`config.mk`:
```
export PLATFORM = sky130hd
export DESIGN_NAME = line_supervisor
export DESIGN_NICKNAME = d
export VERILOG_FILES = /design/src/rtl/lsv_pkg.sv /design/src/rtl/lsv_lpf.sv /design/src/rtl/lsv_debounce.sv /design/src/rtl/line_supervisor.sv
export SDC_FILE = /design/constraint.sdc
export NUM_CORES = 1
export LEC_CHECK = 0
export ABC_AREA = 1
export ABC_CLOCK_PERIOD_IN_PS = 6760
export BUFFER_PORTS_ARGS = -buffer_cell sky130_fd_sc_hd__buf_2
export CAP_MARGIN = 20
export CORE_MARGIN = 2
export CORE_UTILIZATION = 53
export DETAILED_ROUTE_END_ITERATION = 6
export MAX_ROUTING_LAYER = met4
export PLACE_DENSITY = 0.75
export SETUP_SLACK_MARGIN = 0.2
export SLEW_MARGIN = 20
export SYNTH_ARGS = -nofsm -noshare
export SYNTH_HDL_FRONTEND = slang
export SYNTH_SLANG_ARGS = --single-unit
```
`constraint.sdc`:
```
create_clock -name clk_i -period 6.76 [get_ports clk_i]
set_clock_uncertainty 0.1 [all_clocks]
set_input_delay 1.352 -clock clk_i [delete_from_list [all_inputs] [get_ports clk_i]]
set_output_delay 1.352 -clock clk_i [all_outputs]
set_load 0.02 [all_outputs]
```
`src/rtl/lsv_pkg.sv`:
```
package lsv_pkg;
  localparam logic [2:0] LS_RINGING = 3'b100;
  localparam int IRQ_LC = 0;
  localparam int IRQ_RT = 1;
  localparam int IRQ_N  = 2;
endpackage

```
`src/rtl/lsv_lpf.sv`:
```
module lsv_lpf #(
  parameter int SMP_W = 8,
  parameter int SH_W  = 3
) (
  input  logic                    clk_i,
  input  logic                    rst_ni,
  input  logic                    tick_i,
  input  logic                    run_i,
  input  logic signed [SMP_W-1:0] x_i,
  input  logic [SH_W-1:0]         shift_i,
  output logic signed [SMP_W-1:0] y_nxt_o
);
  logic signed [SMP_W-1:0] y_q;
  logic signed [SMP_W:0]   diff, step;

  assign diff    = $signed({x_i[SMP_W-1], x_i}) - $signed({y_q[SMP_W-1], y_q});
  assign step    = diff >>> shift_i;
  // result lies between y and x, so SMP_W bits suffice
  assign y_nxt_o = run_i ? (y_q + $signed(step[SMP_W-1:0])) : '0;

  always_ff @(posedge clk_i or negedge rst_ni) begin
    if (!rst_ni)     y_q <= '0;
    else if (tick_i) y_q <= y_nxt_o;
  end

  p_lpf_track_r4: assert property (@(posedge clk_i) disable iff (!rst_ni)
    (tick_i && run_i && shift_i == '0) |=> (y_q == $past(x_i)));
  p_lpf_clear_r5: assert property (@(posedge clk_i) disable iff (!rst_ni)
    (tick_i && !run_i) |=> (y_q == '0));
endmodule

```
`src/rtl/lsv_debounce.sv`:
```
module lsv_debounce #(
  parameter int DBI_W      = 7,
  parameter int STEP_TICKS = 10
) (
  input  logic             clk_i,
  input  logic             rst_ni,
  input  logic             tick_i,
  input  logic             raw_i,
  input  logic [DBI_W-1:0] dbi_i,
  output logic             det_o,
  output logic             flip_o
);
  localparam int MAX_CNT = (2**DBI_W - 1) * STEP_TICKS;
  localparam int CNT_W   = $clog2(MAX_CNT + 1);

  logic [CNT_W-1:0] cnt_q, limit;

  assign limit  = CNT_W'(dbi_i) * CNT_W'(STEP_TICKS);
  assign flip_o = tick_i && (raw_i != det_o) && (cnt_q >= limit);

  always_ff @(posedge clk_i or negedge rst_ni) begin
    if (!rst_ni) begin
      cnt_q <= '0;
      det_o <= 1'b0;
    end else if (tick_i) begin
      if (raw_i == det_o) begin
        cnt_q <= '0;
      end else if (flip_o) begin
        det_o <= raw_i;
        cnt_q <= '0;
      end else begin
        cnt_q <= cnt_q + 1'b1;
      end
    end
  end

  p_hold_r11: assert property (@(posedge clk_i) disable iff (!rst_ni)
    !tick_i |=> $stable(det_o));
  p_agree_keep_r7: assert property (@(posedge clk_i) disable iff (!rst_ni)
    (tick_i && raw_i == det_o) |=> $stable(det_o));
  p_cnt_bound_r7: assert property (@(posedge clk_i) disable iff (!rst_ni)
    cnt_q <= CNT_W'(MAX_CNT));
endmodule

```
`src/rtl/line_supervisor.sv`:
```
module line_supervisor
  import lsv_pkg::*;
#(
  parameter int SMP_W      = 8,
  parameter int SH_W       = 3,
  parameter int DBI_W      = 7,
  parameter int STEP_TICKS = 10
) (
  input  logic                    clk_i,
  input  logic                    rst_ni,
  input  logic                    tick_i,
  input  logic signed [SMP_W-1:0] sample_i,
  input  logic [2:0]              line_state_i,
  input  logic                    hyst_en_i,
  input  logic [SMP_W-1:0]        lc_thr_hi_i,
  input  logic [SMP_W-1:0]        lc_thr_lo_i,
  input  logic [SMP_W-1:0]        rt_thr_i,
  input  logic [SH_W-1:0]         rt_shift_i,
  input  logic [DBI_W-1:0]        lc_dbi_i,
  input  logic [DBI_W-1:0]        rt_dbi_i,
  input  logic [IRQ_N-1:0]        irq_en_i,
  input  logic [IRQ_N-1:0]        irq_clr_i,
  output logic                    lc_raw_o,
  output logic                    rt_raw_o,
  output logic                    lc_det_o,
  output logic                    rt_det_o,
  output logic [IRQ_N-1:0]        irq_pend_o,
  output logic                    irq_o
);
  logic                    ringing, lc_raw_nxt, rt_raw_nxt;
  logic [SMP_W-1:0]        smp_mag, y_mag;
  logic signed [SMP_W-1:0] y_nxt;
  logic [IRQ_N-1:0]        flip, det_v;

  assign ringing = (line_state_i == LS_RINGING);
  assign smp_mag = sample_i[SMP_W-1] ? $unsigned(-sample_i) : $unsigned(sample_i);
  assign y_mag   = y_nxt[SMP_W-1]    ? $unsigned(-y_nxt)    : $unsigned(y_nxt);

  assign lc_raw_nxt = (hyst_en_i && lc_raw_o) ? (smp_mag >= lc_thr_lo_i)
                                               : (smp_mag >= lc_thr_hi_i);
  assign rt_raw_nxt = ringing && (y_mag >= rt_thr_i);

  lsv_lpf #(.SMP_W(SMP_W), .SH_W(SH_W)) u_lpf (
    .clk_i, .rst_ni, .tick_i, .run_i(ringing), .x_i(sample_i),
    .shift_i(rt_shift_i), .y_nxt_o(y_nxt)
  );

  always_ff @(posedge clk_i or negedge rst_ni) begin
    if (!rst_ni) begin
      lc_raw_o <= 1'b0;
      rt_raw_o <= 1'b0;
    end else if (tick_i) begin
      lc_raw_o <= lc_raw_nxt;
      rt_raw_o <= rt_raw_nxt;
    end
  end

  lsv_debounce #(.DBI_W(DBI_W), .STEP_TICKS(STEP_TICKS)) u_db_lc (
    .clk_i, .rst_ni, .tick_i, .raw_i(lc_raw_nxt), .dbi_i(lc_dbi_i),
    .det_o(lc_det_o), .flip_o(flip[IRQ_LC])
  );
  lsv_debounce #(.DBI_W(DBI_W), .STEP_TICKS(STEP_TICKS)) u_db_rt (
    .clk_i, .rst_ni, .tick_i, .raw_i(rt_raw_nxt), .dbi_i(rt_dbi_i),
    .det_o(rt_det_o), .flip_o(flip[IRQ_RT])
  );

  assign det_v = {rt_det_o, lc_det_o};

  for (genvar g = 0; g < IRQ_N; g++) begin : g_irq
    always_ff @(posedge clk_i or negedge rst_ni) begin
      if (!rst_ni)                      irq_pend_o[g] <= 1'b0;
      else if (flip[g] && irq_en_i[g])  irq_pend_o[g] <= 1'b1;
      else if (irq_clr_i[g])            irq_pend_o[g] <= 1'b0;
    end

    p_pend_src_r8: assert property (@(posedge clk_i) disable iff (!rst_ni)
      $rose(irq_pend_o[g]) |-> (det_v[g] != $past(det_v[g])));
    p_clear_r9: assert property (@(posedge clk_i) disable iff (!rst_ni)
      (irq_clr_i[g] && !tick_i) |=> !irq_pend_o[g]);
  end

  assign irq_o = |irq_pend_o;

  p_ring_gate_r5: assert property (@(posedge clk_i) disable iff (!rst_ni)
    (tick_i && !ringing) |=> !rt_raw_o);
  p_raw_hold_r11: assert property (@(posedge clk_i) disable iff (!rst_ni)
    !tick_i |=> ($stable(lc_raw_o) && $stable(rt_raw_o)));
endmodule

```
Yosys cells after proc, flatten, opt, wreduce, memory -nomap -nowiden
Cells that the tools add are included.
{"block": "totals", "wordCells": 55, "out_inout_bits": 7, "input_bits": 60, "reg_bits": 36}
{"block": "classes", "n_bitwise": 2, "add_sub_neg": 6, "eq_ne": 5, "reduce_logical": 13, "order_cmp": 5, "n_mul": 2, "mux": 12, "shift": 1}
{"cell": "11-bit 2-to-1 mux", "n": 4}
{"cell": "8-bit greater-or-equal comparator", "n": 3}
{"cell": "8-bit 2-to-1 mux", "n": 3}
{"cell": "11-bit by 1-bit adder with 11-bit output, second input constant", "n": 2}
{"cell": "11-bit greater-or-equal comparator", "n": 2}
{"cell": "7-bit by 3-bit multiplier with 10-bit output, second input constant", "n": 2}
{"cell": "8-bit negation", "n": 2}
{"cell": "9-bit by 3-bit >>> shifter with 8-bit output", "n": 1}
{"cell": "8-bit by 8-bit subtractor with 9-bit output", "n": 1}
{"cell": "8-bit adder", "n": 1}
{"cell": "1-bit logical AND", "n": 8}
{"cell": "3-bit AND reduction", "n": 2}
{"cell": "1-bit 2-to-1 mux", "n": 5}
{"cell": "2-bit nonzero test", "n": 2}
{"cell": "3-bit == test, second input constant", "n": 1}
{"cell": "1-bit == test", "n": 2}
{"cell": "1-bit != test", "n": 2}
{"cell": "1-bit NOT", "n": 2}
{"cell": "2-bit OR reduction", "n": 1}

Longest topological paths before layout
{"block": "logic_depth", "word_depth": 13, "mapped_depth": 39, "mapped_depth_nobuf": 39}

By module
Synthesis repeated with hierarchy kept, for this count alone.
{"block": "hier_totals", "hier_cells": 771, "hier_area_um2": 5002.3}
{"module": "lsv_debounce", "area_each_um2": 1297.5, "n_inst": 2, "seq_area_each_um2": 300.3, "cells_each": 185}
{"module": "lsv_lpf", "area_each_um2": 1280.0, "n_inst": 1, "seq_area_each_um2": 200.2, "cells_each": 214}
{"module": "line_supervisor", "area_each_um2": 1127.3, "n_inst": 1, "seq_area_each_um2": 100.1, "cells_each": 187}

Worst setup path before layout
OpenSTA, ideal clock, no wires.
{"block": "synth_path", "kind": "in2reg", "start": "in sample_i[0]", "end": "reg u_db_rt.cnt_q[10]", "setup_time_ps": 83, "path_stages": 38, "t_required_ps": 6577, "arrival_time_ps": 5919, "setup_slack_ps": 657, "cell_sequence": "inv_1 > ha_1 > fa_1 > inv_1 > nand2_1 > nand2_1 > nand2_1 > o21bai_1 > xnor2_1 > or2_2 > nand3_1 > nand2_1 > o21ai_0 > ha_1 > inv_1 > fa_1 > nor2_1 > inv_1 > [... 2 more ...] > nor2_1 > nand2_1 > nor2_1 > nand2_1 > nand2_1 > nand2_1 > nand4_1 > nand2_1 > inv_1 > ha_1 > nand2_1 > nor2_1 > nand4_1 > o2111ai_1 > nand2_1 > xor2_1 > nand3_2 > o21ai_0"}
{"block": "synth_via", "elab_chain_cells": 13, "word_cells_on_any_way": 14}
{"item": "from (decl)", "line": "line_supervisor.sv:12", "text": "input logic signed [SMP_W-1:0] sample_i,"}
{"item": "8-bit by 8-bit subtractor with 9-bit output *", "line": "lsv_lpf.sv:16", "text": "assign diff = $signed({x_i[SMP_W-1], x_i}) - $signed({y_q[SMP_W-1], y_q});"}
{"item": "9-bit by 3-bit >>> shifter with 8-bit output *", "line": "lsv_lpf.sv:17", "text": "assign step = diff >>> shift_i;"}
{"item": "8-bit adder *", "line": "lsv_lpf.sv:19", "text": "assign y_nxt_o = run_i ? (y_q + $signed(step[SMP_W-1:0])) : '0;"}
{"item": "8-bit 2-to-1 mux *", "line": "lsv_lpf.sv:19"}
{"item": "8-bit negation", "line": "line_supervisor.sv:37", "text": "assign y_mag = y_nxt[SMP_W-1] ? $unsigned(-y_nxt) : $unsigned(y_nxt);"}
{"item": "8-bit 2-to-1 mux *", "line": "line_supervisor.sv:37"}
{"item": "8-bit greater-or-equal comparator *", "line": "line_supervisor.sv:41", "text": "assign rt_raw_nxt = ringing && (y_mag >= rt_thr_i);"}
{"item": "1-bit logical AND *", "line": "line_supervisor.sv:41"}
{"item": "1-bit != test", "line": "lsv_debounce.sv:19", "text": "assign flip_o = tick_i && (raw_i != det_o) && (cnt_q >= limit);"}
{"item": "1-bit logical AND (2 in a row)", "line": "lsv_debounce.sv:19"}
{"item": "11-bit 2-to-1 mux", "line": "lsv_debounce.sv:28", "text": "end else if (flip_o) begin"}
{"item": "11-bit 2-to-1 mux *", "line": "lsv_debounce.sv:26", "text": "if (raw_i == det_o) begin"}
{"item": "to (signal assigned)", "line": "lsv_debounce.sv:32", "text": "cnt_q <= cnt_q + 1'b1;"}
{"item": "to (decl)", "line": "lsv_debounce.sv:16", "text": "logic [CNT_W-1:0] cnt_q, limit;"}
Every way passes the cells marked *; elsewhere a longest branch is shown, timed or not.
A chain may end at the register's enable or synchronous reset.

Worst setup path in the final report
{"block": "layout_path", "start": "in sample_i[0]", "end": "reg u_db_rt.cnt_q[3]"}
Same word-level chain as after synthesis.

==> impl_metrics.py <==
metrics = {
    "pwr": {
        "finalPower_mw": 0.878,
        "leakagePower_nw": 2.92,
        "power_density_nw_per_um2": 165,
        "max-vdd-ir-drop_mv": 0.201,
    },
    "grt": {
        "grt_pass1_wl_mm": 18.0,
        "use_met1_pct": 27.3,
        "antenna_found_initial": 0,
        "gr-usage-all-layers_pct": 22.5,
        "grt_overflow": 0,
        "met2_usage_pct": 40.5,
        "grt-busiest-layer": "met2",
        "grt_pass1_vias": 4360,
        "grt_max_degree": 37,
        "grt.met3_usage_pct": 2.86,
    },
    "synthesis": {
        "seq_area_frac_synth_pct": 19.3,
        "synth_top_family_by_area": "simple AND/OR/NAND/NOR gates",
        "synth_compound_area_share_pct": 13.3,
        "ys_warn_count": 0,
        "yosys.area_share.adder_pct": 24.0,
        "netlist_area_sq_um": 4670,
        "synthCells": 654,
        "syn_avg_cell_area_sq_um": 7.14,
        "yosys.area.top_type": "ha_1",
        "muxShareOfSynthArea_pct": 0,
        "synth_top_cell_area_share_pct": 22.2,
        "synth_fp_nets": 801,
        "async_flop_share_pct": 100,
        "synth_xor_xnor_area_share_pct": 8.28,
        "synth_simple_gate_area_share_pct": 25.0,
        "yosys-top-cells-area": "ha_1 22%, dfrtp_1 19%, nand2_1 11%, inv_1 9.3%, xor2_1 5.1%",
        "synth_edf_count": 0,
        "ys_ff_latch": 36,
        "synthFlopType": "dfrtp_1",
        "yosys.cell_types.count": 45,
    },
    "floorplan": {
        "fp.dieH_um": 97.9,
        "die-area_sq_um": 9580,
        "ios": 67,
        "placementRows": 34,
        "die-width_um": 97.9,
        "core_area_sq_um": 8640,
        "initial_core_util_pct": 54.1,
    },
    "run": {
        "max-cap-violations": 0,
    },
    "placed_design": {
        "place_congestion": 0.910,
        "hpwl_mm": 8.43,
        "io_buffers": 66,
        "placed_cells": 822,
    },
    "sta": {
        "relSlewSlack_pct": 43.6,
        "layout_min_cycle_time_ns": 6.25,
        "setup_violations": 0,
        "whs_ns": 0.430,
        "grt_setup_unrepaired": "false",
        "fin_crit_sh_pct": 92.4,
        "slew_violations": 0,
        "hold_violations": 0,
        "fmax_mhz": 160,
        "worstMarginPinSlew_ns": 0.845,
    },
    "cells_and_area": {
        "fin_util_pct": 61.7,
        "drive_gt1_share_pct": 17.1,
        "post_layout_nonfiller_instances": 833,
        "num_antenna_cells": 0,
        "nets": 871,
        "syn_to_final_growth_pct": 14.1,
    },
    "setup_path": {
        "critPathKind": "primary input to register",
        "start_kind": "primary input",
        "critPathArrivalTime_ns": 6.37,
        "endpoint_kind": "register",
        "crit_path_start": "sample_i[0]",
        "cp_max_fo": 9,
        "cpMostUsedCell": "nand2_2",
        "r2r-start": "u_lpf.y_q[0]",
        "cpMaxStageDelayCell": "fa_1",
        "cp_slowest_stage_delay_ns": 0.58,
        "critPathRequiredTime_ns": 6.88,
    },
    "worst_hold_path": {
        "hp-start": "u_lpf.y_q[7]",
        "min_path_type": "register to register",
    },
    "route": {
        "drtAntennaViolNets": 0,
        "finalWirelength_mm": 10.4,
        "wl_per_cell_um": 12.4,
        "vias_per_cell": 5.33,
        "vias": 4443,
        "drt-initial-drc-count": 154,
        "drc": 0,
        "firstDrtPassIters": 4,
    },
    "clock_network": {
        "clock-sinks": 36,
        "clk-insertion-delay-late_ns": 0.30,
        "cts_tree": "built",
        "cts_hold_buffers": 0,
        "clkTransAtPathRegs_ns": 0.07,
        "cts.path.max_buffers": 2,
        "numCtsBuffers": 5,
        "htree_levels": 2,
        "root_buffer": "clkbuf_8",
    },
    "status": {
        "status": "completed",
    },
}
-- cell usage after synthesis (2+ instances only) --
cell type,number
or2_2,3
o21ai_0,43
a31oi_1,4
a21o_1,3
inv_1,116
nand3b_1,3
or3_1,2
o21ai_1,4
fa_1,4
o21a_1,2
o21ai_2,2
nand3_1,31
xor2_1,27
nand2_4,2
o211ai_1,3
nand3_2,3
dfrtp_1,36
nand4_1,22
clkbuf_1,6
xnor2_1,14
ha_1,83
o22ai_1,8
a21oi_1,34
or2_1,2
nand3_4,2
nand2_2,4
nor3_1,6
o21bai_1,2
nor2_1,36
nand2_1,132
-- kinds of logic after synthesis --
logic type / Yosys count
AO/OA/AOI/OAI: 111
XOR/XNOR: 42
adder cells (fa/ha/maj): 87
buffers and inverters: 126
flip-flops: 36
AND/OR/NAND/NOR: 252
-- layout by cell type (no fill, tap or decap), drive strengths merged, types with 4 or more instances in the layout --
master and instances:
nand2 138, inv 117, ha 83, buf 71
o21ai 49, nor2 37, dfrtp 36, nand3 36
a21oi 35, xor2 28, nand4 23, xnor2 14
o22ai 8, nor3 7, clkbuf 5, or2 5
a31oi 4, fa 4, clkinv 4
-- layout make-up --
type                    instances  area (sq um)
fillers                       787          3310
multi-input cells             492          3390
well taps                     108           135
clock buffers                   5          68.8
inverters                     118           443
repair buffers                 71           372
flip-flops and latches         36           901
clock inverters                 3          18.8
-- sequential cells by signal, summed over array words and instances, names as in the netlist --
signal and cells:
irq_pend_o 2, u_db_lc.det_o 1, rt_raw_o 1, u_db_lc.cnt_q 11, u_db_rt.cnt_q 11, u_db_rt.det_o 1, u_lpf.y_q 8, lc_raw_o 1
-- layer usage --
metal / routed length [um] / share of wire (%) / vias to the layer above
met5: 0 / 0 / -
met1: 4660 / 45 / 2055
met4: 103 / 0.99 / 0
met2: 5270 / 51 / 70
met3: 327 / 3.2 / 9
li1: - / - / 2309
-- critical path: cells and delay by family --
family | cells | cell delay (ns)
AOI/OAI and AO/OA | 4 | 0.57
buffers and inverters | 7 | 0.37
xor gates and xnor gates | 2 | 0.38
and+or+nand+nor | 19 | 1.85
adders and majority gates | 6 | 1.82
-- path summary, 6_finish.rpt --
check / slack [ns] / endpoint / cells after the start
setup / recovery: 0.51 / u_db_rt.cnt_q[3] / 38
hold / removal: 0.43 / u_lpf.y_q[7] / 2
setup reg to reg: 1.28 / u_db_rt.cnt_q[3] / 36
hold reg to reg: 0.43 / u_lpf.y_q[7] / 2
max in group asynchronous: 5.02 / u_db_lc.cnt_q[10] / 1
min in group asynchronous: 1.03 / u_db_lc.cnt_q[2] / 1
-- metrics by stage --
| stage | area, sq um | setup slack (ns) | TNS [ns] |
|---|---|---|---|
| 6_report | 5330 | 0.513 | 0 |
| 5_1_grt | 5330 | 0.138 | 0 |
| 4_1_cts | 5210 | 0.227 | 0 |
| 3_5_place_dp | 5120 | -0.0861 | -0.500 |
| 3_3_place_gp | 5120 | 0.168 | 0 |
| 2_1_floorplan | 4670 | 0.657 | 0 |
-- repair_timing --
action	CTS	global route
resized for setup	0	39
setup buffers	0	3
setup endpoints to repair	0	13
-- where the power goes --
part	internal [mW]	switching (mW)	leakage [nW]	total, mW
Sequential	0.240	0.0248	0.491	0.265
Combinational	0.182	0.276	2.38	0.459
Clock	0.0718	0.0822	0.0479	0.154
Total	0.494	0.384	2.92	0.878
(Power assumes the default switching activity.)
